File: src/rtl/nes_pkg.sv
package nes_pkg;
  typedef enum logic [1:0] {CYC_CMD, CYC_ADDR, CYC_READ} cyc_kind_e;
  typedef enum logic [1:0] {RES_PASS = 2'd0, RES_FAIL = 2'd1, RES_ABORT = 2'd2, RES_TIMEOUT = 2'd3} res_code_e;
  typedef enum logic [3:0] {
    S_IDLE, S_SETUP, S_ADDR, S_CONF, S_TWB, S_WAIT_RB,
    S_GAP, S_STCMD, S_STRD, S_RESET, S_RESULT
  } seq_state_e;
  localparam logic [7:0] OP_ERASE_SETUP = 8'h60;
  localparam logic [7:0] OP_ERASE_GO    = 8'hD0;
  localparam logic [7:0] OP_STATUS      = 8'h70;
  localparam logic [7:0] OP_RESET       = 8'hFF;
  localparam int ST_READY_BIT = 6;
  localparam int ST_FAIL_BIT  = 0;
endpackage

File: src/rtl/nes_strobe.sv
module nes_strobe
  import nes_pkg::*;
#(
  parameter int LO_CYC = 2,
  parameter int HI_CYC = 1
) (
  input  logic      clk,
  input  logic      rst_n,
  input  logic      go,
  input  cyc_kind_e kind,
  input  logic [7:0] byte_in,
  input  logic [7:0] dq_i,
  output logic      cle,
  output logic      ale,
  output logic      we_n,
  output logic      re_n,
  output logic [7:0] dq_o,
  output logic      dq_oe,
  output logic      done,
  output logic [7:0] rd_byte
);
  localparam int MX = (LO_CYC > HI_CYC) ? LO_CYC : HI_CYC;
  localparam int CW = $clog2(MX + 1);

  logic          active, hi_ph;
  logic [CW-1:0] cnt;
  cyc_kind_e     kind_q;
  logic [7:0]    byte_q;

  always_ff @(posedge clk or negedge rst_n) begin
    if (!rst_n) begin
      active  <= 1'b0;
      hi_ph   <= 1'b0;
      cnt     <= '0;
      kind_q  <= CYC_CMD;
      byte_q  <= 8'h00;
      rd_byte <= 8'h00;
    end else if (go) begin
      active <= 1'b1;
      hi_ph  <= 1'b0;
      cnt    <= '0;
      kind_q <= kind;
      byte_q <= byte_in;
    end else if (active) begin
      if (!hi_ph) begin
        if (cnt == CW'(LO_CYC - 1)) begin
          hi_ph <= 1'b1;
          cnt   <= '0;
          if (kind_q == CYC_READ) rd_byte <= dq_i;
        end else begin
          cnt <= cnt + 1'b1;
        end
      end else begin
        if (cnt == CW'(HI_CYC - 1)) active <= 1'b0;
        else cnt <= cnt + 1'b1;
      end
    end
  end

  assign done  = active && hi_ph && (cnt == CW'(HI_CYC - 1));
  assign cle   = active && (kind_q == CYC_CMD);
  assign ale   = active && (kind_q == CYC_ADDR);
  assign we_n  = !(active && !hi_ph && (kind_q != CYC_READ));
  assign re_n  = !(active && !hi_ph && (kind_q == CYC_READ));
  assign dq_oe = active && (kind_q != CYC_READ);
  assign dq_o  = byte_q;

  AST_LATCH_EXCL: assert property (@(posedge clk) disable iff (!rst_n) !(cle && ale));
  AST_WE_RE_EXCL: assert property (@(posedge clk) disable iff (!rst_n) !(!we_n && !re_n));
  AST_GO_WHEN_FREE: assert property (@(posedge clk) disable iff (!rst_n) go |-> (!active || done));
endmodule

File: src/rtl/nes_delay.sv
module nes_delay #(
  parameter int LEN_W = 4
) (
  input  logic             clk,
  input  logic             rst_n,
  input  logic             start,
  input  logic [LEN_W-1:0] len,
  output logic             last
);
  logic             run;
  logic [LEN_W-1:0] cnt, len_q;

  always_ff @(posedge clk or negedge rst_n) begin
    if (!rst_n) begin
      run   <= 1'b0;
      cnt   <= '0;
      len_q <= '0;
    end else if (start) begin
      run   <= 1'b1;
      cnt   <= '0;
      len_q <= len;
    end else if (run) begin
      if (cnt == len_q - 1'b1) run <= 1'b0;
      else cnt <= cnt + 1'b1;
    end
  end

  assign last = run && (cnt == len_q - 1'b1);
endmodule

File: src/rtl/nes_timeout.sv
module nes_timeout #(
  parameter int LIMIT = 100000
) (
  input  logic clk,
  input  logic rst_n,
  input  logic clear,
  input  logic en,
  output logic expired
);
  localparam int TW = $clog2(LIMIT + 1);
  logic [TW-1:0] cnt;

  always_ff @(posedge clk or negedge rst_n) begin
    if (!rst_n) cnt <= '0;
    else if (clear) cnt <= '0;
    else if (en && !expired) cnt <= cnt + 1'b1;
  end

  assign expired = (cnt == TW'(LIMIT));

  AST_TMO_SATURATE: assert property (@(posedge clk) disable iff (!rst_n) (expired && !clear) |=> expired);
endmodule

File: src/rtl/nand_erase_seq.sv
module nand_erase_seq
  import nes_pkg::*;
#(
  parameter int BLK_W     = 13,
  parameter int PAGE_BITS = 6,
  parameter int ADDR_CYC  = 3,
  parameter int WE_LO     = 2,
  parameter int WE_HI     = 1,
  parameter int TWB_CYC   = 3,
  parameter int POLL_GAP  = 4,
  parameter int TIMEOUT   = 100000
) (
  input  logic             clk,
  input  logic             rst_n,
  input  logic             req_valid,
  output logic             req_ready,
  input  logic [BLK_W-1:0] req_block,
  input  logic             cfg_poll,
  input  logic             host_abort,
  output logic             res_valid,
  output logic [1:0]       res_code,
  output logic [7:0]       res_status,
  output logic             busy,
  output logic             nand_cle,
  output logic             nand_ale,
  output logic             nand_we_n,
  output logic             nand_re_n,
  output logic [7:0]       nand_dq_o,
  output logic             nand_dq_oe,
  input  logic [7:0]       nand_dq_i,
  input  logic             nand_rdy
);
  localparam int ROW_W = 8 * ADDR_CYC;
  localparam int AIW   = (ADDR_CYC > 1) ? $clog2(ADDR_CYC) : 1;
  localparam int DMX   = (TWB_CYC > POLL_GAP) ? TWB_CYC : POLL_GAP;
  localparam int DW    = $clog2(DMX + 1);

  seq_state_e       state, st_n;
  logic [AIW-1:0]   addr_idx, idx_n;
  logic [BLK_W-1:0] blk_q;
  logic             poll_q, aborting, abt_n, abort_pend, pend_n;
  res_code_e        code_q, code_n;
  logic [7:0]       stat_q, stat_n;
  logic [ROW_W-1:0] row_w;

  logic      go, stb_done, dly_start, dly_last, tmo_clear, tmo_exp, busy_phase, abort_now;
  cyc_kind_e go_kind;
  logic [7:0] go_byte, rd_byte;
  logic [DW-1:0] dly_len;

  assign row_w = ROW_W'(blk_q) << PAGE_BITS;
  assign busy_phase = (state == S_TWB) || (state == S_WAIT_RB) || (state == S_GAP) ||
                      (state == S_STCMD) || (state == S_STRD) || (state == S_RESET);
  assign abort_now = (abort_pend || host_abort) && !aborting;

  always_comb begin
    st_n = state; idx_n = addr_idx; abt_n = aborting; pend_n = abort_pend;
    code_n = code_q; stat_n = stat_q;
    go = 1'b0; go_kind = CYC_CMD; go_byte = 8'h00;
    dly_start = 1'b0; dly_len = DW'(TWB_CYC); tmo_clear = 1'b0;
    if (busy_phase && !aborting && host_abort) pend_n = 1'b1;
    case (state)
      S_IDLE: if (req_valid) begin
        go = 1'b1; go_byte = OP_ERASE_SETUP; st_n = S_SETUP;
        idx_n = '0; abt_n = 1'b0; pend_n = 1'b0;
      end
      S_SETUP: if (stb_done) begin
        go = 1'b1; go_kind = CYC_ADDR; go_byte = row_w[7:0]; st_n = S_ADDR;
      end
      S_ADDR: if (stb_done) begin
        go = 1'b1;
        if (addr_idx == AIW'(ADDR_CYC - 1)) begin
          go_byte = OP_ERASE_GO; st_n = S_CONF;
        end else begin
          go_kind = CYC_ADDR;
          go_byte = row_w[(int'(addr_idx) + 1) * 8 +: 8];
          idx_n = addr_idx + 1'b1;
        end
      end
      S_CONF: if (stb_done) begin
        dly_start = 1'b1; tmo_clear = 1'b1; st_n = S_TWB;
      end
      S_TWB, S_WAIT_RB, S_GAP: begin
        if (tmo_exp) begin
          code_n = RES_TIMEOUT; st_n = S_RESULT;
        end else if (abort_now) begin
          go = 1'b1; go_byte = OP_RESET; st_n = S_RESET; pend_n = 1'b0;
        end else if (state == S_WAIT_RB) begin
          if (nand_rdy) begin
            if (aborting) begin
              code_n = RES_ABORT; st_n = S_RESULT;
            end else begin
              go = 1'b1; go_byte = OP_STATUS; st_n = S_STCMD;
            end
          end
        end else if (dly_last) begin
          if (state == S_TWB && (aborting || !poll_q)) begin
            st_n = S_WAIT_RB;
          end else begin
            go = 1'b1; go_byte = OP_STATUS; st_n = S_STCMD;
          end
        end
      end
      S_STCMD: if (stb_done) begin
        go = 1'b1;
        if (abort_now) begin
          go_byte = OP_RESET; st_n = S_RESET; pend_n = 1'b0;
        end else begin
          go_kind = CYC_READ; st_n = S_STRD;
        end
      end
      S_STRD: if (stb_done) begin
        if (abort_now) begin
          go = 1'b1; go_byte = OP_RESET; st_n = S_RESET; pend_n = 1'b0;
        end else if (poll_q && !rd_byte[ST_READY_BIT]) begin
          dly_start = 1'b1; dly_len = DW'(POLL_GAP); st_n = S_GAP;
        end else begin
          stat_n = rd_byte;
          code_n = rd_byte[ST_FAIL_BIT] ? RES_FAIL : RES_PASS;
          st_n = S_RESULT;
        end
      end
      S_RESET: if (stb_done) begin
        abt_n = 1'b1; pend_n = 1'b0; dly_start = 1'b1; st_n = S_TWB;
      end
      S_RESULT: st_n = S_IDLE;
      default: st_n = S_IDLE;
    endcase
  end

  always_ff @(posedge clk or negedge rst_n) begin
    if (!rst_n) begin
      state <= S_IDLE; addr_idx <= '0; blk_q <= '0; poll_q <= 1'b0;
      aborting <= 1'b0; abort_pend <= 1'b0; code_q <= RES_PASS; stat_q <= 8'h00;
    end else begin
      state <= st_n; addr_idx <= idx_n; aborting <= abt_n; abort_pend <= pend_n;
      code_q <= code_n; stat_q <= stat_n;
      if (state == S_IDLE && req_valid) begin
        blk_q  <= req_block;
        poll_q <= cfg_poll;
      end
    end
  end

  nes_strobe #(.LO_CYC(WE_LO), .HI_CYC(WE_HI)) u_strobe (
    .clk(clk), .rst_n(rst_n), .go(go), .kind(go_kind), .byte_in(go_byte),
    .dq_i(nand_dq_i), .cle(nand_cle), .ale(nand_ale), .we_n(nand_we_n),
    .re_n(nand_re_n), .dq_o(nand_dq_o), .dq_oe(nand_dq_oe),
    .done(stb_done), .rd_byte(rd_byte)
  );

  nes_delay #(.LEN_W(DW)) u_delay (
    .clk(clk), .rst_n(rst_n), .start(dly_start), .len(dly_len), .last(dly_last)
  );

  nes_timeout #(.LIMIT(TIMEOUT)) u_tmo (
    .clk(clk), .rst_n(rst_n), .clear(tmo_clear), .en(busy_phase), .expired(tmo_exp)
  );

  assign req_ready  = (state == S_IDLE);
  assign busy       = (state != S_IDLE);
  assign res_valid  = (state == S_RESULT);
  assign res_code   = code_q;
  assign res_status = stat_q;

  AST_ACCEPT_SETUP: assert property (@(posedge clk) disable iff (!rst_n)
    (req_valid && req_ready) |=> (nand_cle && nand_dq_o == OP_ERASE_SETUP));
  AST_BUSY_CMD_SET: assert property (@(posedge clk) disable iff (!rst_n)
    (busy_phase && nand_cle) |-> (nand_dq_o == OP_STATUS || nand_dq_o == OP_RESET));
  AST_BUSY_NO_ADDR: assert property (@(posedge clk) disable iff (!rst_n) busy_phase |-> !nand_ale);
  AST_HOLD_OFF: assert property (@(posedge clk) disable iff (!rst_n) req_ready |-> (nand_we_n && nand_re_n));
  AST_RES_PULSE: assert property (@(posedge clk) disable iff (!rst_n) res_valid |=> (!res_valid && req_ready));
endmodule

File: config.mk
export PLATFORM = sky130hd
export DESIGN_NAME = nand_erase_seq
export DESIGN_NICKNAME = d
export VERILOG_FILES = /design/src/rtl/nes_pkg.sv /design/src/rtl/nes_strobe.sv /design/src/rtl/nes_delay.sv /design/src/rtl/nes_timeout.sv /design/src/rtl/nand_erase_seq.sv
export SDC_FILE = /design/constraint.sdc
export NUM_CORES = 1
export LEC_CHECK = 0
export ABC_AREA = 1
export ABC_CLOCK_PERIOD_IN_PS = 2400
export BUFFER_PORTS_ARGS = -buffer_cell sky130_fd_sc_hd__clkbuf_2
export CAP_MARGIN = 20
export CORE_MARGIN = 4
export CORE_UTILIZATION = 50
export CTS_CLUSTER_DIAMETER = 150
export DETAILED_ROUTE_END_ITERATION = 16
export HOLD_SLACK_MARGIN = 0.15
export MAX_ROUTING_LAYER = met4
export PLACE_DENSITY_LB_ADDON = 0.2
export REMOVE_ABC_BUFFERS = 1
export SYNTH_ARGS = -nofsm -noshare
export SYNTH_HDL_FRONTEND = slang
export SYNTH_SLANG_ARGS = --single-unit
File: constraint.sdc
create_clock -name clk -period 2.4 [get_ports clk]
set_input_delay 0.36 -clock clk [delete_from_list [all_inputs] [get_ports clk]]
set_output_delay 0.36 -clock clk [all_outputs]
set_load 0.02 [all_outputs]
; ---- Yosys cells after proc, flatten, opt, wreduce, memory -nomap -nowiden
; Cells that the tools add are included.
[totals]
register_bits = 78
output_inout_bits = 26
elab_cells = 221
inputBits = 27
[classes]
shifts = 1
mux = 104
n_reduce_logical = 52
n_eq_ne = 36
bitwise_logic = 4
n_addsub = 6
[ops]
columns = op, n
row1 = 2-to-1 mux 8 bit, 8
row2 = 2-to-1 mux 4 bit, 15
row3 = one-hot mux 8 bit (5 select lines), 1
row4 = 2-to-1 mux 1 bit, 39
row5 = 2-to-1 mux 2 bit, 19
row6 = 2-to-1 mux 7 bit, 5
row7 = 2-to-1 mux 17 bit, 2
row8 = one-hot mux 4 bit (7 select lines), 1
row9 = != test 2 bit (second input constant), 12
row10 = indexed part select 24 x 7 -> 8 bit, 1
row11 = 2-to-1 mux 3 bit, 7
row12 = adder 17 x 1 -> 17 bit (second input constant), 1
row13 = equality test 17 bit (second input constant), 1
row14 = equality test 4 x 3 -> 1 bit (second input constant), 4
row15 = logical AND 1 bit, 16
row16 = equality test 4 bit (second input constant), 3
row17 = != test 3 x 2 -> 1 bit (second input constant), 4
row18 = nonzero test 2 bit, 6
row19 = != test 5 x 4 -> 1 bit (second input constant), 2
row20 = AND reduction 9 bit, 1
row21 = equality test 4 x 2 -> 1 bit (second input constant), 2
row22 = one-hot mux 1 bit (4 select lines), 2
row23 = one-hot mux 2 bit (2 select lines), 2
row24 = AND reduction 4 bit, 2
row25 = other kinds (24), 47

; ---- Logic depth before layout (Yosys ltp)
[logic_depth]
depth_word = 12
mapped_depth = 13
depth_no_buf = 13

; ---- Modules after synthesis
; A second synthesis with hierarchy kept.
[hier_totals]
hier_cells = 615
area_unflattened_um2 = 4642.0
[by_module_without_submodules]
columns = mod, cells_per_inst, instances, area_per_inst_um2, seq_area_each_um2
row1 = nand_erase_seq, 270, 1, 2024.4, 800.8
row2 = nes_timeout, 179, 1, 1224.9, 425.4
row3 = nes_strobe, 113, 1, 977.2, 550.5
row4 = nes_delay, 53, 1, 415.4, 175.2

; ---- Worst setup path before layout
; Ideal clock, no wire load.
[synth_path]
path_kind = register to register
startpoint = reg u_tmo.cnt[0]
endpoint = reg u_strobe.active
setup_ns = 0.124
synth_period_minus_slack_ns = 1.697
t_required_ns = 2.276
path_buffers = 0
arrival_time_ns = 1.573
path_slack_ns = 0.703
path_stages_with_launch = 13
cell_sequence = dfrtp_1 -> inv_1 -> ha_1 -> nand2_1 -> inv_1 -> nand2_1 -> nor2_1 -> inv_1 -> nor2_1 -> nor2_2 -> nand2_4 -> nand2_4 -> or2_1
[synth_between]
elab_chain_len = 4
[synth_rtl]
columns = element, line_no
row1 = from (decl), nes_timeout.sv:11  ; logic [TW-1:0] cnt;
row2 = from (signal assigned), nes_timeout.sv:16  ; else if (en && !expired) cnt <= cnt + 1'b1;
row3 = equality test 17 bit, nes_timeout.sv:19  ; assign expired = (cnt == TW'(LIMIT));
row4 = 2-to-1 mux 1 bit, nand_erase_seq.sv:84  ; if (tmo_exp) begin
row5 = one-hot mux 1 bit (4 select lines), nand_erase_seq.sv:62  ; case (state)
row6 = 2-to-1 mux 1 bit, nes_strobe.sv:38  ; end else if (go) begin
row7 = to (signal assigned), nes_strobe.sv:32  ; active <= 1'b0;
row8 = to (signal assigned), nes_strobe.sv:39  ; active <= 1'b1;
row9 = to (signal assigned), nes_strobe.sv:54  ; if (cnt == CW'(HI_CYC - 1)) active <= 1'b0;
row10 = to (decl), nes_strobe.sv:25  ; logic active, hi_ph;
; Every way passes these cells.
; A chain may end at the register's enable or synchronous reset.

; ---- Worst setup path after layout
[layout_path]
startpoint = reg u_tmo.cnt[0]
endpoint = reg u_strobe.byte_q[6] (netlist: u_strobe.dq_o[6])
[layout_between]
elab_chain_len = 3
[layout_rtl]
columns = element, line_no
row1 = equality test 17 bit *, nes_timeout.sv:19
row2 = 2-to-1 mux 8 bit or 2-to-1 mux 1 bit (tied branches), nand_erase_seq.sv:84
row3 = one-hot mux 8 bit (5 select lines) or one-hot mux 1 bit (4 select lines) (tied branches), nand_erase_seq.sv:62
row4 = to (signal assigned), nes_strobe.sv:43  ; byte_q <= byte_in;
row5 = to (decl), nes_strobe.sv:28  ; logic [7:0] byte_q;
; Mark *: on every way between the ends. The rest lies on a longest branch, timed or not.

==> results_dict.tcl <==
set metrics [dict create \
    std_cell_rows 33 \
    grtUsageMet1 0.313 \
    cp_max_fo 19 \
    hold_viol 0 \
    seq_power_share 0.378 \
    dp_cells 697 \
    core_um2 8300 \
    drv_cap 0 \
    wl_mm 9.94 \
    die-area_um2 10100 \
    cts_made_buffers 9 \
    reg2regPathDepth 13 \
    whs_path_depth 3 \
    p_int_mw 2.94 \
    drive_gt1_frac 0.210 \
    fin_area_um2 4880 \
    ios 53 \
    grt_use_met3 0.0374 \
    setup_viol 0 \
    clockBufferDepth 2 \
    start_util 0.517 \
    crit_start "u_tmo.cnt[0]$_DFFE_PN0P_" \
    clockPowerShare 0.190 \
    worstSetupPathType "register to register" \
    p_comb_frac 0.433 \
    grt_pass1_vias 3509 \
    root_buffer "clkbuf_8" \
    hold_path.class "input pin to register" \
    rsz0062_at_grt "no" \
    cts_tree "done" \
    required_ps 2650 \
    grt_usage 0.215 \
    power.density_nw_per_um2 1100 \
    post-route-util 0.588 \
    synth_top_area_cell "dfrtp_1" \
    reg2reg_slack_ps 460 \
    finalMaxSlewViolations 0 \
    p_leak_nw 2.52 \
    nFillCells 768 \
    cp-end-kind "register" \
    netlist_area_um2 4290 \
    routedWlPerCell_um 13.9 \
    die_w_um 101 \
    synthDistinctLibCells 45 \
    synth-main-ff-cell "dfrtp_1" \
    netlist_instances 543 \
    holdWs_ps 191 \
    worst_pin_slew_ps 622 \
    clk_pin_slew_ps 90 \
    post_cts_buffers 0 \
    diodes 0 \
    layout_min_cycle_time_ps 1940 \
    multiInputGateArea_um2 2080 \
    antenna_found_initial 0 \
    fmax_ghz 0.515 \
    final_cells 714 \
    tns_ps 0 \
    drtIter0Drc 368 \
    gp_congestion 0.967 \
    async_reset_ff_frac 1.00 \
    clock_latency_ps 360 \
    fin_worst_skew_ps 14.3 \
    drt-pass1-iter-count 5 \
    yosysMostFrequentCell "nand2_1" \
    cts_num_sinks 77 \
    synth.area.top_cells "dfrtp_1, nand2_1, nand3_1" \
    yosysTopAreaCellShare 0.449 \
    fin_crit_sh 0.809 \
    status "finished clean" \
    sw_frac_of_total 0.452 \
    route.detailed.drc 0 \
    met2_usage 0.303 \
    ff_latch_area_um2 1930 \
    synthTopCellsByCount "nand2_1, dfrtp_1, nor2_1" \
    viasPerCell 5.27 \
    areaGrowthSynthToFinish_pct 13.7 \
    h-tree-depth 3 \
    p_sw_mw 2.42 \
    synth.yosys.seq_area_share 0.449 \
    worstPathArrival_ps 2190 \
    ys_seq_elements 77 \
    hp-start "req_block[11]" \
    fp.dieH_um 101 \
    ys_warn_count 0 \
    placed_cell_area_um2 4660 \
    r2r-start "u_tmo.cnt[0]$_DFFE_PN0P_" \
    nets 635 \
    top_usage_layer "met1" \
    io_buffers 52 \
    critPathLaunchType "register" \
    dp_hpwl_mm 7.56 \
    overflow 0 \
    num_vias 3763 \
    avgSynthCellArea_um2 7.90 \
    slew_headroom 0.584 \
    ir_drop_uv 485 \
    grt_pass1_wl_mm 16.8 \
    synth_edf_count 0 \
    grt_max_degree 45 \
    drtAntennaViolNets 0 \
]
## metrics by stage
stage          power [mW]  setup slack [ps]
2_1_floorplan        3.70               656
3_3_place_gp         4.31               495
3_5_place_dp         4.36               448
4_1_cts              5.39               450
5_1_grt              5.81               187
6_report             5.37               458
## kinds of logic (layout without fill, tap and decap cells)
group                      after synthesis  in the layout  synth area share
and+or+nand+nor                        320            320             0.351
DFF                                     77             77             0.449
buffers and inverters                   67            133            0.0665
AOI/OAI and AO/OA                       63             63            0.0928
muxes                                    7              7            0.0184
xor gates and xnor gates                 5              5            0.0102
adders and majority gates                4              4            0.0117
## final timing paths
| kind | to |
|---|---|
| max in group asynchronous | blk_q[1]$_DFFE_PN0P_ |
| worst max-delay path | u_strobe.dq_o[6]$_DFFE_PN0P_ |
| worst max register to register | u_strobe.dq_o[6]$_DFFE_PN0P_ |
| worst min register to register | u_strobe.rd_byte[4]$_DFFE_PN0P_ |
| worst min-delay path | blk_q[11]$_DFFE_PN0P_ |
| min in group asynchronous | u_delay.cnt[0]$_DFFE_PN0P_ |
## power by group through the flow
stage | Sequential (mW) | Clock (mW) | Combinational [mW]
after floorplan | 2.07 | 0 | 1.62
after global placement | 2.04 | 0 | 2.28
after detailed placement | 2.04 | 0 | 2.32
after CTS | 2.02 | 1.05 | 2.33
after global routing | 2.07 | 1.10 | 2.63
final | 2.03 | 1.02 | 2.32
## flip-flops by register name, summed over array words and instances, names as in the netlist
register and cells:
res_code 2, state 4, u_strobe.rd_byte 8, u_delay.len_q 2, u_strobe.dq_o 8, u_strobe.active 1
res_status 8, u_strobe.hi_ph 1, u_strobe.cnt 2, addr_idx 2, blk_q 13, u_delay.cnt 3
abort_pend 1, aborting 1, poll_q 1, u_delay.run 1, u_strobe.kind_q 2, u_tmo.cnt 17
## placed cells by master (no fill, tap or decap), types with 3 or more instances in the layout
cell,synthesis,final
nor3_1,7,7
o21ai_2,7,7
nand3_1,43,43
a21oi_1,17,17
clkbuf_8,0,9
nand4_1,18,18
mux2_2,7,7
nor2_2,8,8
inv_6,0,3
clkbuf_2,0,51
nor2_4,3,3
nand3_2,4,4
nand2_2,3,3
inv_2,8,8
nand2_4,6,6
and3_1,3,3
ha_1,4,4
xor2_1,5,5
o21ai_0,23,23
nand2_1,161,161
o22ai_1,4,4
inv_1,50,50
nor2_1,55,55
dfrtp_1,77,77
## routing by layer
layer	wire [um]	up-vias	share of wire
met5	0	-	0
met3	550	15	0.055
met4	153	0	0.015
met1	4890	1754	0.49
met2	4340	105	0.44
li1	-	1889	-
## critical path: stages (launching register included)
cell and delay (ps):
dfrtp_1 430, inv_1 120, ha_1 180, nand2_1 50, inv_1 50, nand2_1 40
nor2_1 150, inv_1 60, nor2_1 150, nor2_2 90, nand2_4 210, nand2_1 100
nor2_1 120, nand3_1 90
## layout make-up
cell class,instances,share of cell area
clock inverter,7,0.0164
multi-input combinational,399,0.426
tap,105,0.0269
timing repair buffer,55,0.0616
inverter,62,0.0490
clock buffer,9,0.0254
sequential,77,0.395
## repair_timing
action	4_1_cts	5_1_grt
endpoints found under the hold margin	33	0
resized for setup	0	0
hold buffers	1	0
Note: power is estimated with default switching activity, not from simulation.
